<file path="config.mk">
export PLATFORM = sky130hd
export DESIGN_NAME = mont_ladder_seq
export DESIGN_NICKNAME = d
export VERILOG_FILES = /design/src/rtl/ladder_seq_pkg.sv /design/src/rtl/ladder_bit_sel.sv /design/src/rtl/ladder_op_rom.sv /design/src/rtl/ladder_ctrl.sv /design/src/rtl/mont_ladder_seq.sv
export SDC_FILE = /design/constraint.sdc
export NUM_CORES = 1
export LEC_CHECK = 0
export CAP_MARGIN = 20
export CORE_ASPECT_RATIO = 1.5
export CORE_MARGIN = 2
export CORE_UTILIZATION = 52
export CTS_CLUSTER_SIZE = 10
export DETAILED_ROUTE_END_ITERATION = 12
export HOLD_SLACK_MARGIN = 0.12
export PLACE_DENSITY = 0.92
export SLEW_MARGIN = 10
export SYNTH_ARGS = -nofsm -noshare
export SYNTH_HDL_FRONTEND = slang
export SYNTH_SLANG_ARGS = --single-unit
</file>
<file path="constraint.sdc">
create_clock -name clk_i -period 4.1 [get_ports clk_i]
set_input_delay 0.82 -clock clk_i [delete_from_list [all_inputs] [get_ports clk_i]]
set_output_delay 0.82 -clock clk_i [all_outputs]
set_load 0.005 [all_outputs]
</file>
<file path="src/rtl/ladder_seq_pkg.sv">
package ladder_seq_pkg;

  localparam int SLOT_W    = 5;
  localparam int INIT_OPS  = 3;
  localparam int STEP_OPS  = 21;
  localparam int TAIL_OPS  = 6;
  localparam int OPI_W     = $clog2(STEP_OPS);

  typedef logic [SLOT_W-1:0] slot_t;

  typedef enum logic [2:0] {
    OP_LOAD  = 3'd0,
    OP_MOVE  = 3'd1,
    OP_ADD   = 3'd2,
    OP_SUB   = 3'd3,
    OP_MUL   = 3'd4,
    OP_INV   = 3'd5,
    OP_STORE = 3'd6
  } op_code_e;

  typedef enum logic {BANK_LO = 1'b0, BANK_HI = 1'b1} bank_e;
  typedef enum logic {MOD_2P = 1'b0, MOD_1P = 1'b1} mod_e;
  typedef enum logic [1:0] {PH_IDLE, PH_INIT, PH_STEP, PH_TAIL} phase_e;

  localparam slot_t SL_ZERO    = 5'd0;
  localparam slot_t SL_ONE     = 5'd1;
  localparam slot_t SL_A24     = 5'd2;
  localparam slot_t SL_R0X     = 5'd3;
  localparam slot_t SL_R0Z     = 5'd4;
  localparam slot_t SL_R1X     = 5'd5;
  localparam slot_t SL_R1Z     = 5'd6;
  localparam slot_t SL_T0X     = 5'd7;
  localparam slot_t SL_T0Z     = 5'd8;
  localparam slot_t SL_T1X     = 5'd9;
  localparam slot_t SL_T1Z     = 5'd10;
  localparam slot_t SL_S0      = 5'd11;
  localparam slot_t SL_S1      = 5'd12;
  localparam slot_t SL_D0      = 5'd13;
  localparam slot_t SL_D1      = 5'd14;
  localparam slot_t SL_QS0     = 5'd15;
  localparam slot_t SL_QD0     = 5'd16;
  localparam slot_t SL_S0D1    = 5'd17;
  localparam slot_t SL_S1D0    = 5'd18;
  localparam slot_t SL_TS      = 5'd19;
  localparam slot_t SL_TD      = 5'd20;
  localparam slot_t SL_QTD     = 5'd21;
  localparam slot_t SL_T0      = 5'd22;
  localparam slot_t SL_TA      = 5'd23;
  localparam slot_t SL_T1      = 5'd24;
  localparam slot_t SL_PX      = 5'd25;
  localparam slot_t SL_INV_IN  = 5'd26;
  localparam slot_t SL_INV_OUT = 5'd27;
  localparam slot_t SL_INV_TMP = 5'd28;

  typedef struct packed {
    op_code_e code;
    bank_e    src_bank;
    slot_t    src_a;
    slot_t    src_b;
    bank_e    dst_bank;
    slot_t    dst_a;
    slot_t    dst_b;
    mod_e     modsel;
  } uop_t;

  function automatic bank_e other_bank(bank_e b);
    return (b == BANK_LO) ? BANK_HI : BANK_LO;
  endfunction

  function automatic uop_t mk_op(op_code_e c, bank_e sb, slot_t a, slot_t b,
                                 bank_e db, slot_t x, slot_t y, mod_e m);
    uop_t u;
    u.code     = c;
    u.src_bank = sb;
    u.src_a    = a;
    u.src_b    = b;
    u.dst_bank = db;
    u.dst_a    = x;
    u.dst_b    = y;
    u.modsel   = m;
    return u;
  endfunction

  function automatic uop_t mk_calc(op_code_e c, bank_e sb, slot_t a, slot_t b, slot_t d);
    return mk_op(c, sb, a, b, other_bank(sb), d, d, MOD_2P);
  endfunction

  function automatic uop_t mk_move(bank_e sb, slot_t a, slot_t b, slot_t x, slot_t y);
    return mk_op(OP_MOVE, sb, a, b, other_bank(sb), x, y, MOD_2P);
  endfunction

endpackage

</file>
<file path="src/rtl/ladder_bit_sel.sv">
module ladder_bit_sel #(
  parameter int WORD_W    = 32,
  parameter int NUM_WORDS = 8,
  localparam int SCALAR_W = WORD_W * NUM_WORDS,
  localparam int IDX_W    = $clog2(SCALAR_W),
  localparam int WB_W     = $clog2(WORD_W)
) (
  input  logic [SCALAR_W-1:0] scalar_i,
  input  logic [IDX_W-1:0]    idx_i,
  output logic                bit_o
);

  logic [WORD_W-1:0] words [NUM_WORDS];
  logic [WORD_W-1:0] sel_word;

  for (genvar w = 0; w < NUM_WORDS; w++) begin : g_word
    assign words[w] = scalar_i[w*WORD_W +: WORD_W];
  end

  // word index then bit index: independent of the scalar value
  assign sel_word = words[idx_i[IDX_W-1:WB_W]];
  assign bit_o    = sel_word[idx_i[WB_W-1:0]];

endmodule

</file>
<file path="src/rtl/ladder_op_rom.sv">
module ladder_op_rom
  import ladder_seq_pkg::*;
(
  input  phase_e           phase_i,
  input  logic [OPI_W-1:0] idx_i,
  input  logic             swap_i,
  output uop_t             op_o
);

  uop_t init_op, step_op, tail_op;

  always_comb begin
    init_op = mk_op(OP_LOAD, BANK_LO, SL_ZERO, SL_ZERO, BANK_HI, SL_PX, SL_PX, MOD_2P);
    unique case (idx_i)
      OPI_W'(1): init_op = mk_move(BANK_HI, SL_ONE, SL_ZERO, SL_R0X, SL_R0Z);
      OPI_W'(2): init_op = mk_move(BANK_HI, SL_PX, SL_ONE, SL_R1X, SL_R1Z);
      default: ;
    endcase
  end

  always_comb begin
    step_op = mk_move(BANK_HI, SL_R0Z, SL_R1X, SL_R0Z, SL_R1X);
    unique case (idx_i)
      OPI_W'(0):  step_op = swap_i ? mk_move(BANK_LO, SL_R1X, SL_R1Z, SL_T0X, SL_T0Z)
                                   : mk_move(BANK_LO, SL_R0X, SL_R0Z, SL_T0X, SL_T0Z);
      OPI_W'(1):  step_op = swap_i ? mk_move(BANK_LO, SL_R0X, SL_R0Z, SL_T1X, SL_T1Z)
                                   : mk_move(BANK_LO, SL_R1X, SL_R1Z, SL_T1X, SL_T1Z);
      OPI_W'(2):  step_op = mk_calc(OP_ADD, BANK_HI, SL_T0X,  SL_T0Z,  SL_S0);
      OPI_W'(3):  step_op = mk_calc(OP_ADD, BANK_HI, SL_T1X,  SL_T1Z,  SL_S1);
      OPI_W'(4):  step_op = mk_calc(OP_SUB, BANK_HI, SL_T0X,  SL_T0Z,  SL_D0);
      OPI_W'(5):  step_op = mk_calc(OP_SUB, BANK_HI, SL_T1X,  SL_T1Z,  SL_D1);
      OPI_W'(6):  step_op = mk_calc(OP_MUL, BANK_LO, SL_S0,   SL_S0,   SL_QS0);
      OPI_W'(7):  step_op = mk_calc(OP_MUL, BANK_LO, SL_D0,   SL_D0,   SL_QD0);
      OPI_W'(8):  step_op = mk_calc(OP_MUL, BANK_LO, SL_S0,   SL_D1,   SL_S0D1);
      OPI_W'(9):  step_op = mk_calc(OP_MUL, BANK_LO, SL_S1,   SL_D0,   SL_S1D0);
      OPI_W'(10): step_op = mk_calc(OP_ADD, BANK_HI, SL_S1D0, SL_S0D1, SL_TS);
      OPI_W'(11): step_op = mk_calc(OP_SUB, BANK_HI, SL_S1D0, SL_S0D1, SL_TD);
      OPI_W'(12): step_op = mk_calc(OP_MUL, BANK_LO, SL_TD,   SL_TD,   SL_QTD);
      OPI_W'(13): step_op = mk_calc(OP_SUB, BANK_HI, SL_QS0,  SL_QD0,  SL_T0);
      OPI_W'(14): step_op = mk_calc(OP_MUL, BANK_LO, SL_T0,   SL_A24,  SL_TA);
      OPI_W'(15): step_op = mk_calc(OP_ADD, BANK_HI, SL_TA,   SL_QD0,  SL_T1);
      OPI_W'(16): step_op = mk_calc(OP_MUL, BANK_HI, SL_QS0,  SL_QD0,  SL_R0X);
      OPI_W'(17): step_op = mk_calc(OP_MUL, BANK_LO, SL_T0,   SL_T1,   SL_R0Z);
      OPI_W'(18): step_op = mk_calc(OP_MUL, BANK_LO, SL_TS,   SL_TS,   SL_R1X);
      OPI_W'(19): step_op = mk_calc(OP_MUL, BANK_HI, SL_PX,   SL_QTD,  SL_R1Z);
      default: ;
    endcase
  end

  always_comb begin
    tail_op = mk_move(BANK_HI, SL_R0Z, SL_R0Z, SL_INV_IN, SL_INV_IN);
    unique case (idx_i)
      OPI_W'(1): tail_op = mk_op(OP_INV, BANK_LO, SL_INV_IN, SL_INV_IN,
                                 BANK_HI, SL_INV_OUT, SL_INV_OUT, MOD_2P);
      OPI_W'(2): tail_op = mk_move(BANK_HI, SL_INV_OUT, SL_INV_OUT, SL_INV_OUT, SL_INV_OUT);
      OPI_W'(3): tail_op = mk_calc(OP_MUL, BANK_LO, SL_INV_OUT, SL_R0X, SL_INV_TMP);
      OPI_W'(4): tail_op = mk_op(OP_ADD, BANK_HI, SL_INV_TMP, SL_ZERO,
                                 BANK_LO, SL_INV_OUT, SL_INV_OUT, MOD_1P);
      OPI_W'(5): tail_op = mk_op(OP_STORE, BANK_LO, SL_INV_OUT, SL_INV_OUT,
                                 BANK_LO, SL_ZERO, SL_ZERO, MOD_2P);
      default: ;
    endcase
  end

  always_comb begin
    unique case (phase_i)
      PH_INIT: op_o = init_op;
      PH_STEP: op_o = step_op;
      PH_TAIL: op_o = tail_op;
      default: op_o = mk_op(OP_LOAD, BANK_LO, SL_ZERO, SL_ZERO, BANK_LO, SL_ZERO, SL_ZERO, MOD_2P);
    endcase
  end

endmodule

</file>
<file path="src/rtl/ladder_ctrl.sv">
module ladder_ctrl
  import ladder_seq_pkg::*;
#(
  parameter int SCALAR_W = 256,
  localparam int BIDX_W  = $clog2(SCALAR_W)
) (
  input  logic              clk_i,
  input  logic              rst_ni,
  input  logic              start_i,
  input  logic              op_done_i,
  input  logic              cur_bit_i,
  output phase_e            phase_o,
  output logic [OPI_W-1:0]  op_idx_o,
  output logic [BIDX_W-1:0] bit_idx_o,
  output logic              swap_o,
  output logic              launch_o,
  output logic              busy_o,
  output logic              done_o
);

  phase_e             phase_q;
  logic [OPI_W-1:0]   op_idx_q;
  logic [BIDX_W-1:0]  bit_idx_q;
  logic               flag_q;
  logic               done_q;
  logic               last_op;
  logic               fire;

  assign launch_o = (phase_q == PH_IDLE) && start_i;
  assign fire     = (phase_q != PH_IDLE) && op_done_i;

  always_comb begin
    unique case (phase_q)
      PH_INIT: last_op = (op_idx_q == OPI_W'(INIT_OPS-1));
      PH_STEP: last_op = (op_idx_q == OPI_W'(STEP_OPS-1));
      PH_TAIL: last_op = (op_idx_q == OPI_W'(TAIL_OPS-1));
      default: last_op = 1'b0;
    endcase
  end

  always_ff @(posedge clk_i or negedge rst_ni) begin
    if (!rst_ni) begin
      phase_q   <= PH_IDLE;
      op_idx_q  <= '0;
      bit_idx_q <= '0;
      flag_q    <= 1'b0;
      done_q    <= 1'b0;
    end else begin
      done_q <= 1'b0;
      if (launch_o) begin
        phase_q   <= PH_INIT;
        op_idx_q  <= '0;
        bit_idx_q <= BIDX_W'(SCALAR_W-1);
        flag_q    <= 1'b0;
      end else if (fire) begin
        if (!last_op) begin
          op_idx_q <= op_idx_q + 1'b1;
          // flag follows the bit once both swap moves are accepted
          if (phase_q == PH_STEP && op_idx_q == OPI_W'(1)) flag_q <= cur_bit_i;
        end else begin
          op_idx_q <= '0;
          unique case (phase_q)
            PH_INIT: phase_q <= PH_STEP;
            PH_STEP: begin
              if (bit_idx_q == '0) phase_q <= PH_TAIL;
              else bit_idx_q <= bit_idx_q - 1'b1;
            end
            PH_TAIL: begin
              phase_q <= PH_IDLE;
              done_q  <= 1'b1;
            end
            default: ;
          endcase
        end
      end
    end
  end

  assign phase_o   = phase_q;
  assign op_idx_o  = op_idx_q;
  assign bit_idx_o = bit_idx_q;
  assign swap_o    = flag_q ^ cur_bit_i;
  assign busy_o    = (phase_q != PH_IDLE);
  assign done_o    = done_q;

  assert_flag_clear_R6: assert property (@(posedge clk_i) disable iff (!rst_ni)
    $rose(busy_o) |-> (!flag_q && op_idx_q == '0 && bit_idx_q == BIDX_W'(SCALAR_W-1)));

  assert_bit_order_R5: assert property (@(posedge clk_i) disable iff (!rst_ni)
    (fire && phase_q == PH_STEP && last_op && bit_idx_q != '0)
      |=> (bit_idx_q == BIDX_W'($past(bit_idx_q) - 1'b1)));

  assert_start_ignored_R11: assert property (@(posedge clk_i) disable iff (!rst_ni)
    (busy_o && start_i && !op_done_i)
      |=> ($stable(op_idx_q) && $stable(bit_idx_q) && $stable(phase_q)));

endmodule

</file>
<file path="src/rtl/mont_ladder_seq.sv">
module mont_ladder_seq
  import ladder_seq_pkg::*;
#(
  parameter int WORD_W    = 32,
  parameter int NUM_WORDS = 8,
  localparam int SCALAR_W = WORD_W * NUM_WORDS,
  localparam int BIDX_W   = $clog2(SCALAR_W)
) (
  input  logic                clk_i,
  input  logic                rst_ni,
  input  logic                start_i,
  input  logic [SCALAR_W-1:0] scalar_i,
  output logic                busy_o,
  output logic                done_o,
  output logic                op_valid_o,
  output logic [2:0]          op_code_o,
  output logic                op_src_bank_o,
  output logic [SLOT_W-1:0]   op_src_a_o,
  output logic [SLOT_W-1:0]   op_src_b_o,
  output logic                op_dst_bank_o,
  output logic [SLOT_W-1:0]   op_dst_a_o,
  output logic [SLOT_W-1:0]   op_dst_b_o,
  output logic                op_mod_o,
  input  logic                op_done_i
);

  logic [SCALAR_W-1:0] scalar_q;
  phase_e              phase;
  logic [OPI_W-1:0]    op_idx;
  logic [BIDX_W-1:0]   bit_idx;
  logic                cur_bit;
  logic                swap;
  logic                launch;
  uop_t                op;

  always_ff @(posedge clk_i or negedge rst_ni) begin
    if (!rst_ni) scalar_q <= '0;
    else if (launch) scalar_q <= scalar_i;
  end

  ladder_bit_sel #(
    .WORD_W    (WORD_W),
    .NUM_WORDS (NUM_WORDS)
  ) u_bit_sel (
    .scalar_i (scalar_q),
    .idx_i    (bit_idx),
    .bit_o    (cur_bit)
  );

  ladder_ctrl #(
    .SCALAR_W (SCALAR_W)
  ) u_ctrl (
    .clk_i     (clk_i),
    .rst_ni    (rst_ni),
    .start_i   (start_i),
    .op_done_i (op_done_i),
    .cur_bit_i (cur_bit),
    .phase_o   (phase),
    .op_idx_o  (op_idx),
    .bit_idx_o (bit_idx),
    .swap_o    (swap),
    .launch_o  (launch),
    .busy_o    (busy_o),
    .done_o    (done_o)
  );

  ladder_op_rom u_rom (
    .phase_i (phase),
    .idx_i   (op_idx),
    .swap_i  (swap),
    .op_o    (op)
  );

  assign op_valid_o    = busy_o;
  assign op_code_o     = op.code;
  assign op_src_bank_o = op.src_bank;
  assign op_src_a_o    = op.src_a;
  assign op_src_b_o    = op.src_b;
  assign op_dst_bank_o = op.dst_bank;
  assign op_dst_a_o    = op.dst_a;
  assign op_dst_b_o    = op.dst_b;
  assign op_mod_o      = op.modsel;

  assert_hold_R3: assert property (@(posedge clk_i) disable iff (!rst_ni)
    (op_valid_o && !op_done_i) |=> (op_valid_o && $stable(op)));

  assert_done_pulse_R1: assert property (@(posedge clk_i) disable iff (!rst_ni)
    done_o |=> !done_o);

  assert_done_idle_R1: assert property (@(posedge clk_i) disable iff (!rst_ni)
    done_o |-> (!busy_o && $past(busy_o)));

  assert_bank_flip_R12: assert property (@(posedge clk_i) disable iff (!rst_ni)
    (op_valid_o && (op.code == OP_ADD || op.code == OP_SUB || op.code == OP_MUL))
      |-> (op.src_bank != op.dst_bank));

  assert_single_mod_R12: assert property (@(posedge clk_i) disable iff (!rst_ni)
    (op_valid_o && op.modsel == MOD_1P) |-> (op.code == OP_ADD && op.src_b == SL_ZERO));

endmodule

</file>
==> metrics.yaml, run 1 <==
synth_seq_area_share_pct: 49.12
synth_top_area_share_pct: 49.12
synth_top_cell_by_area: "dfrtp_1"
clk_latency_ns: 0.55
outcome: "finished, violations left"
cts_root_buffer: "clkbuf_16"
finalSetupViolCount: 4
worstMarginPinSlew_ns: 1.249
max_cap_violations: 0
core_area_mm2: 0.02640
slowest_delay_ns: 0.59
syn_nets: 1859
drt_iter0_markers: 1376
fin_skew_ns: 0.01062
gr-usage-all-layers_pct: 37.94
h-tree-depth: 1
grt_max_degree: 266
io-pin-count: 289
clock-sinks: 273
synth.distinct_cells: 54
endpoint_kind: "output pin"
fin_tns_setup_ns: -1.530
ys.warnings.count: 0
instances_no_fill: 2269
syn_inst: 1587
die_w_um: 137.5
final_util_pct: 71.70
path_cells: "buf_4 -> mux4_2 -> mux2i_2 -> o22ai_2 -> o41ai_4 -> nor4_4 -> o31a_1 -> or3_4 -> a311oi_2 -> buf_2"
area_growth_syn_to_layout_pct: 36.07
nNetsFinal: 2203
wirelength_um: 52720
die_y_um: 204.3
synth_seq_cells: 273
synth_ff_type: "dfrtp_1"
crit_fanout: 13
fp-row-count: 73
numCtsBuffers: 31
cts_hold_buffers: 0
antenna_found_initial: 1
fp.dieArea_mm2: 0.02810
power_density_mw_per_mm2: 711.7
drcViolationCount: 0
fillCellCount: 1703
portBuffers: 288
clkSlewWorstSetupHoldPaths_ns: 0.06
min_period_ns: 4.648
drt_pre_antenna_iters: 8
ys_top_cells_by_count: "819 x nand2_1, 273 x dfrtp_1, 76 x clkbuf_1"
multiInputGateArea_mm2: 0.006784
routedWlPerCell_um: 23.23
gp_congestion: 1.028
path_class: "flip-flop to output pin"
max_freq_mhz: 215.2
fin_area_mm2: 0.01893
p_leak_nw: 9.339
violations: "negative setup slack"
start_kind: "flip-flop"
dpl.hpwl_um: 34990
ir_drop_uv: 609.6
setup_slack_ns: -0.5476
seqCellArea_mm2: 0.006840
cts_tree: "done"
required_ns: 3.28
async_flop_share_pct: 100.0
slowest_stage: "dfrtp_2"
dr_total_vias: 13910
grt_pass1_wl_um: 79790
synth.most_common_cell: "nand2_1"
hold_path_class: "primary input to asynchronous set/reset pin"
dp_cells: 2200
syn_area_mm2: 0.01391
drive_above_1_share_pct: 14.75
overflow: 0
synth_area_leaders: "dfrtp_1 49%, nand2_1 22%, mux4_2 7.9%"
first_global_vias: 14390
dpl_cell_area_mm2: 0.01757
syn_area_per_cell_um2: 8.764
start_util_pct: 52.69
antennaDiodeCount: 0
avgViaCountPerCell: 6.132
clock_path_buffers: 3
final_max_slew_viol_count: 0
rsz0062_at_grt: "yes"
final_min_period_over_clock_period_pct: 113.4
relSlewSlack_pct: 16.72
synth_edf_count: 0
total_power_w: 0.01347
ant_nets: 0
worstPathArrival_ns: 3.83
hold_viol: 0
cells in the final DEF (no fill, tap or decap), drive strengths merged, types with 4 or more instances in the layout:
cell,count
nand2,819
dfrtp,273
clkdlybuf4s50,266
buf,131
mux4,60
a21oi,43
o21ai,41
clkbuf,39
nor2,32
inv,16
a31oi,15
nor2b,13
a22oi,13
mux2i,12
ha,12
nand2b,11
nand3,10
dlygate4sd2,10
mux2,10
o22ai,9
or2,8
nor3,8
o211ai,6
xor2,6
and3,5
and2,5
a211oi,5
a221oi,5
nand4,4
o31ai,4
a311oi,4
worst paths after layout:
kind | end | depth (start not counted) | startpoint | slack [ns]
max | op_src_a_o[2] | 10 | u_ctrl.bit_idx_o[7]$_DFFE_PN0P_ | -0.55
max reg2reg | u_ctrl.phase_o[0]$_DFFE_PN0P_ | 12 | u_ctrl.op_idx_o[0]$_DFFE_PN0N_ | 0.77
min reg2reg | scalar_q[1]$_DFFE_PN0P_ | 2 | scalar_q[1]$_DFFE_PN0P_ | 0.47
min in group clk_i | scalar_q[1]$_DFFE_PN0P_ | 2 | scalar_q[1]$_DFFE_PN0P_ | 0.47
min | scalar_q[176]$_DFFE_PN0P_ | 1 | rst_ni | 0.28
max in group asynchronous | u_ctrl.bit_idx_o[5]$_DFFE_PN0P_ | 2 | rst_ni | 2.87
where the power goes:
group          total (W)  internal [W]  switching (W)
clock network    0.00236       0.00133        0.00103
logic            0.00628       0.00276        0.00353
registers        0.00483       0.00390       0.000933
total             0.0135       0.00798        0.00549
sequential cells by signal, summed over array words and instances, names as in the netlist:
| register | flops |
|---|---|
| u_ctrl.op_idx_o | 5 |
| scalar_q | 256 |
| u_ctrl.done_o | 1 |
| u_ctrl.phase_o | 2 |
| u_ctrl.flag_q | 1 |
| u_ctrl.bit_idx_o | 8 |
final cells by class:
class / count / area share [%]
well taps: 337 / 2.228
inverters: 15 / 0.2975
repair buffers: 417 / 21.30
clock inverters: 1 / 0.04628
flip-flops and latches: 273 / 36.14
multi-input cells: 1193 / 35.85
clock buffers: 33 / 4.139
timing repair:
| item | in CTS | in global routing |
|---|---|---|
| gates cloned | 4 | 0 |
| setup buffers | 24 | 10 |
| setup endpoints to repair | 21 | 22 |
| gates resized for setup | 77 | 43 |
| pin swaps | 23 | 20 |
critical path: cells and delay by family, from the launching register on:
kind,cells,cell delay (ns)
AND/OR/NAND/NOR,2,0.54
flip-flops,1,0.59
buffers and inverters,2,0.45
multiplexers,2,0.55
AO/OA/AOI/OAI,4,1.15
layer usage:
layer / vias to the layer above / global-route usage, % / share of wire (%)
met5: - / 0 / 0.025
met4: 2 / 31.30 / 11
met3: 362 / 7.316 / 9.0
met2: 1043 / 62.86 / 49
met1: 6625 / 41.60 / 31
li1: 5881 / - / -
cell families (layout without fill, tap and decap cells):
kind of cell | Yosys count | after routing | share of synthesized area, %
flip-flops | 273 | 273 | 49.12
AO/OA/AOI/OAI | 163 | 163 | 7.359
XOR/XNOR | 9 | 9 | 0.5668
multiplexers | 82 | 82 | 11.69
buffers and inverters | 121 | 466 | 3.886
AND/OR/NAND/NOR | 927 | 927 | 26.30
adder cells (fa/ha/maj) | 12 | 12 | 1.079
stage by stage:
| stage | hold slack (ns) | worst slack [ns] |
|---|---|---|
| floorplan | 0.4373 | 0.4861 |
| global placement | 0.4517 | -0.3520 |
| detailed placement | 0.4575 | -0.4389 |
| CTS | 0.3023 | -0.4473 |
| global route | 0.3334 | -0.6635 |
| finish | 0.2793 | -0.5476 |
No activity file was read; power rests on OpenSTA's default activity.
==> run 2, diff against run 1 <==
--- a/config.mk
+++ b/config.mk
@@ -12,7 +12,7 @@
 export CTS_CLUSTER_SIZE = 10
 export DETAILED_ROUTE_END_ITERATION = 12
 export HOLD_SLACK_MARGIN = 0.12
-export PLACE_DENSITY = 0.92
+export PLACE_DENSITY_LB_ADDON = 0.08
 export SLEW_MARGIN = 10
 export SYNTH_ARGS = -nofsm -noshare
 export SYNTH_HDL_FRONTEND = slang
==> run 2 against run 1 <==
The flow still finishes with violations (negative setup slack). Clock power barely moved. Power fell by 2.6%. Routed wire length fell by 14%. Via count fell by 8.5%. First-iteration DRC count fell by 41%. Combinational power fell by 4.1%. Core utilization rose by 0.44 points. Worst hold slack got worse by 0.0066 ns.
==> metrics.yaml, run 2 (synthesized netlist as in run 1, its figures left out) <==
outcome: "finished, violations left"
violations: "negative setup slack"
finalSetupViolCount: 3  # -1
fp-row-count: 73  # unchanged
grt_max_degree: 145  # -45%
power.net_switching_w: 0.005024  # -8.4%
relSlewSlack_pct: 48.68  # +32 points
top_register: "scalar_q"
final_max_slew_viol_count: 0  # unchanged
fin_skew_ns: 0.01180  # +0.001180 ns
pwr-share-clk_pct: 18.1  # +0.6 points
antennaDiodeCount: 0  # unchanged
slowest_stage: "mux4_2"
die_y_um: 204.3  # unchanged
drt_pre_antenna_iters: 5  # -3
cp_common_cell: "buf_4"
drt_iter0_markers: 815  # -41%
overflow: 0  # unchanged
dpl_cell_area_mm2: 0.01763  # +0.36%
p_leak_nw: 9.456  # +1.3%
wirelength_um: 45120  # -14%
final_util_pct: 72.13  # +0.44 points
antenna_found_initial: 0  # -1
dr_total_vias: 12730  # -8.5%
swShare_pct: 38.28  # -2.5 points
total_power_w: 0.01313  # -2.6%
area_growth_syn_to_layout_pct: 36.90
first_global_vias: 13120  # -8.8%
r2r_cells: 11  # -1
nNetsFinal: 2210  # +0.32%
worstPathArrival_ns: 3.85  # +0.02 ns
worstMarginPinSlew_ns: 0.7698  # -0.4794 ns
fin_tns_setup_ns: -1.551  # -0.02044 ns
endpoint_kind: "output pin"
numCtsBuffers: 31  # unchanged
whs_ns: 0.2727  # -0.006625 ns
cts_hold_buffers: 0  # unchanged
portBuffers: 288  # unchanged
min_period_ns: 4.666  # +0.01805 ns
drive_above_1_share_pct: 14.98  # +0.23 points
ant_nets: 0  # unchanged
h-tree-depth: 1  # unchanged
routedWlPerCell_um: 19.80  # -15%
layout_common_cells: "818 x nand2_1, 268 x dfrtp_1, 264 x clkdlybuf4s50_1"
max_cap_violations: 0  # unchanged
max_freq_mhz: 214.3  # -0.39%
internal_power_w: 0.008101  # +1.5%
cts_tree: "done"
path_cells: "buf_8 -> clkbuf_16 -> buf_4 -> inv_2 -> mux4_2 -> a211oi_4 -> nor4_4 -> o31a_1 -> buf_4 -> or4_4 -> a31oi_1 -> buf_2"
cts_root_buffer: "clkbuf_16"
cp_top_family: "buffers and inverters"
combPwrFrac_pct: 45.9  # -0.7 points
rsz0062_at_grt: "yes"
path_buf_inv: 6  # +4
path_class: "flip-flop to output pin"
gp_congestion: 0.9230  # -10%
grt_pass1_wl_um: 69330  # -13%
clk_latency_ns: 0.57  # +0.02 ns
hold_viol: 0  # unchanged
drcViolationCount: 0  # unchanged
clock-sinks: 273  # unchanged
hold_path_class: "primary input to asynchronous set/reset pin"
power_density_mw_per_mm2: 689.3  # -3.1%
slowest_delay_ns: 0.54  # -0.05 ns
fp.dieArea_mm2: 0.02810  # unchanged
gr-usage-all-layers_pct: 32.18  # -5.8 points
final_min_period_over_clock_period_pct: 113.8  # +0.44 points
cp.depth: 12  # +2
avgViaCountPerCell: 5.584  # -8.9%
crit_fanout: 7  # -6
clkSlewWorstSetupHoldPaths_ns: 0.06  # about the same
start_kind: "flip-flop"
mostFrequentLayoutCell: "nand2_1"
largest_reg_flops: 256  # unchanged
die_w_um: 137.5  # unchanged
core_area_mm2: 0.02640  # unchanged
io-pin-count: 289  # unchanged
clock_path_buffers: 3  # unchanged
dpl.hpwl_um: 32290  # -7.7%
fin_area_mm2: 0.01904  # +0.61%
power_frac_seq_pct: 36.0  # about the same
ir_drop_uv: 471.2  # -23%
start_util_pct: 52.69  # unchanged
setup_slack_ns: -0.5656  # -0.01805 ns
required_ns: 3.28  # about the same
run 2: cell count changes in the layout (fill, tap and decap cells not counted), sizes merged:
| cell | previous run | this run |
|---|---|---|
| dlygate4sd2 | 10 | 12 |
| buf | 131 | 137 |
| clkdlybuf4s50 | 266 | 264 |
| clkinv | 0 | 1 |
| bufbuf | 2 | 0 |
| dlymetal6s2s | 0 | 5 |
run 2: per-stage QoR:
step,worst slack (ns),cells
finish,-0.5656,2279
global route,-0.6890,2279
CTS,-0.7116,2274
detailed placement,-0.5324,2210
global placement,-0.4230,2210
floorplan,0.4861,1587
run 2: metal layers:
| layer | global-route usage, % | wire length (µm) | vias to the layer above |
|---|---|---|---|
| li1 | - | - | 5902 |
| met2 | 56.24 | 23290 | 494 |
| met4 | 14.91 | 2358 | 0 |
| met5 | 0 | 0 | - |
| met1 | 39.14 | 16970 | 6191 |
| met3 | 4.315 | 2504 | 140 |
run 2: final timing paths:
| check | from | to | slack (ns) |
|---|---|---|---|
| worst max-delay path | u_ctrl.bit_idx_o[5]$_DFFE_PN0P_ | op_src_a_o[1] | -0.57 |
| max in group asynchronous | rst_ni | scalar_q[162]$_DFFE_PN0P_ | 2.77 |
| min in group clk_i | scalar_q[59]$_DFFE_PN0P_ | scalar_q[59]$_DFFE_PN0P_ | 0.47 |
| worst min-delay path | rst_ni | scalar_q[11]$_DFFE_PN0P_ | 0.27 |
| worst max register to register | u_ctrl.bit_idx_o[0]$_DFFE_PN0P_ | u_ctrl.bit_idx_o[7]$_DFFE_PN0P_ | 0.95 |
| worst min register to register | scalar_q[59]$_DFFE_PN0P_ | scalar_q[59]$_DFFE_PN0P_ | 0.47 |
run 2: layout make-up:
cell class	instances	area (µm²)
Tap cell	337	421.7
Inverter	15	56.30
Clock buffer	35	800.8
Fill cell	2021	7356
Sequential cell	273	6843
Timing Repair Buffer	424	4108
Multi-Input combinational cell	1193	6798
Clock inverter	2	13.76
run 2: repair_timing:
item / 4_1_cts / 5_1_grt
setup buffers: 27 / 3
pin swaps: 17 / 15
resized for setup: 70 / 35
endpoints found under the setup margin: 21 / 23
hold endpoints to repair: 0 / 0
gates cloned: 0 / 3
run 2: power groups by stage:
stage	combinational, W	sequential, W	clock (W)
finish	0.00602	0.00472	0.00238
global route	0.00661	0.00482	0.00250
CTS	0.00587	0.00468	0.00239
global placement	0.00538	0.00469	0
detailed placement	0.00549	0.00470	0
floorplan	0.00338	0.00434	0
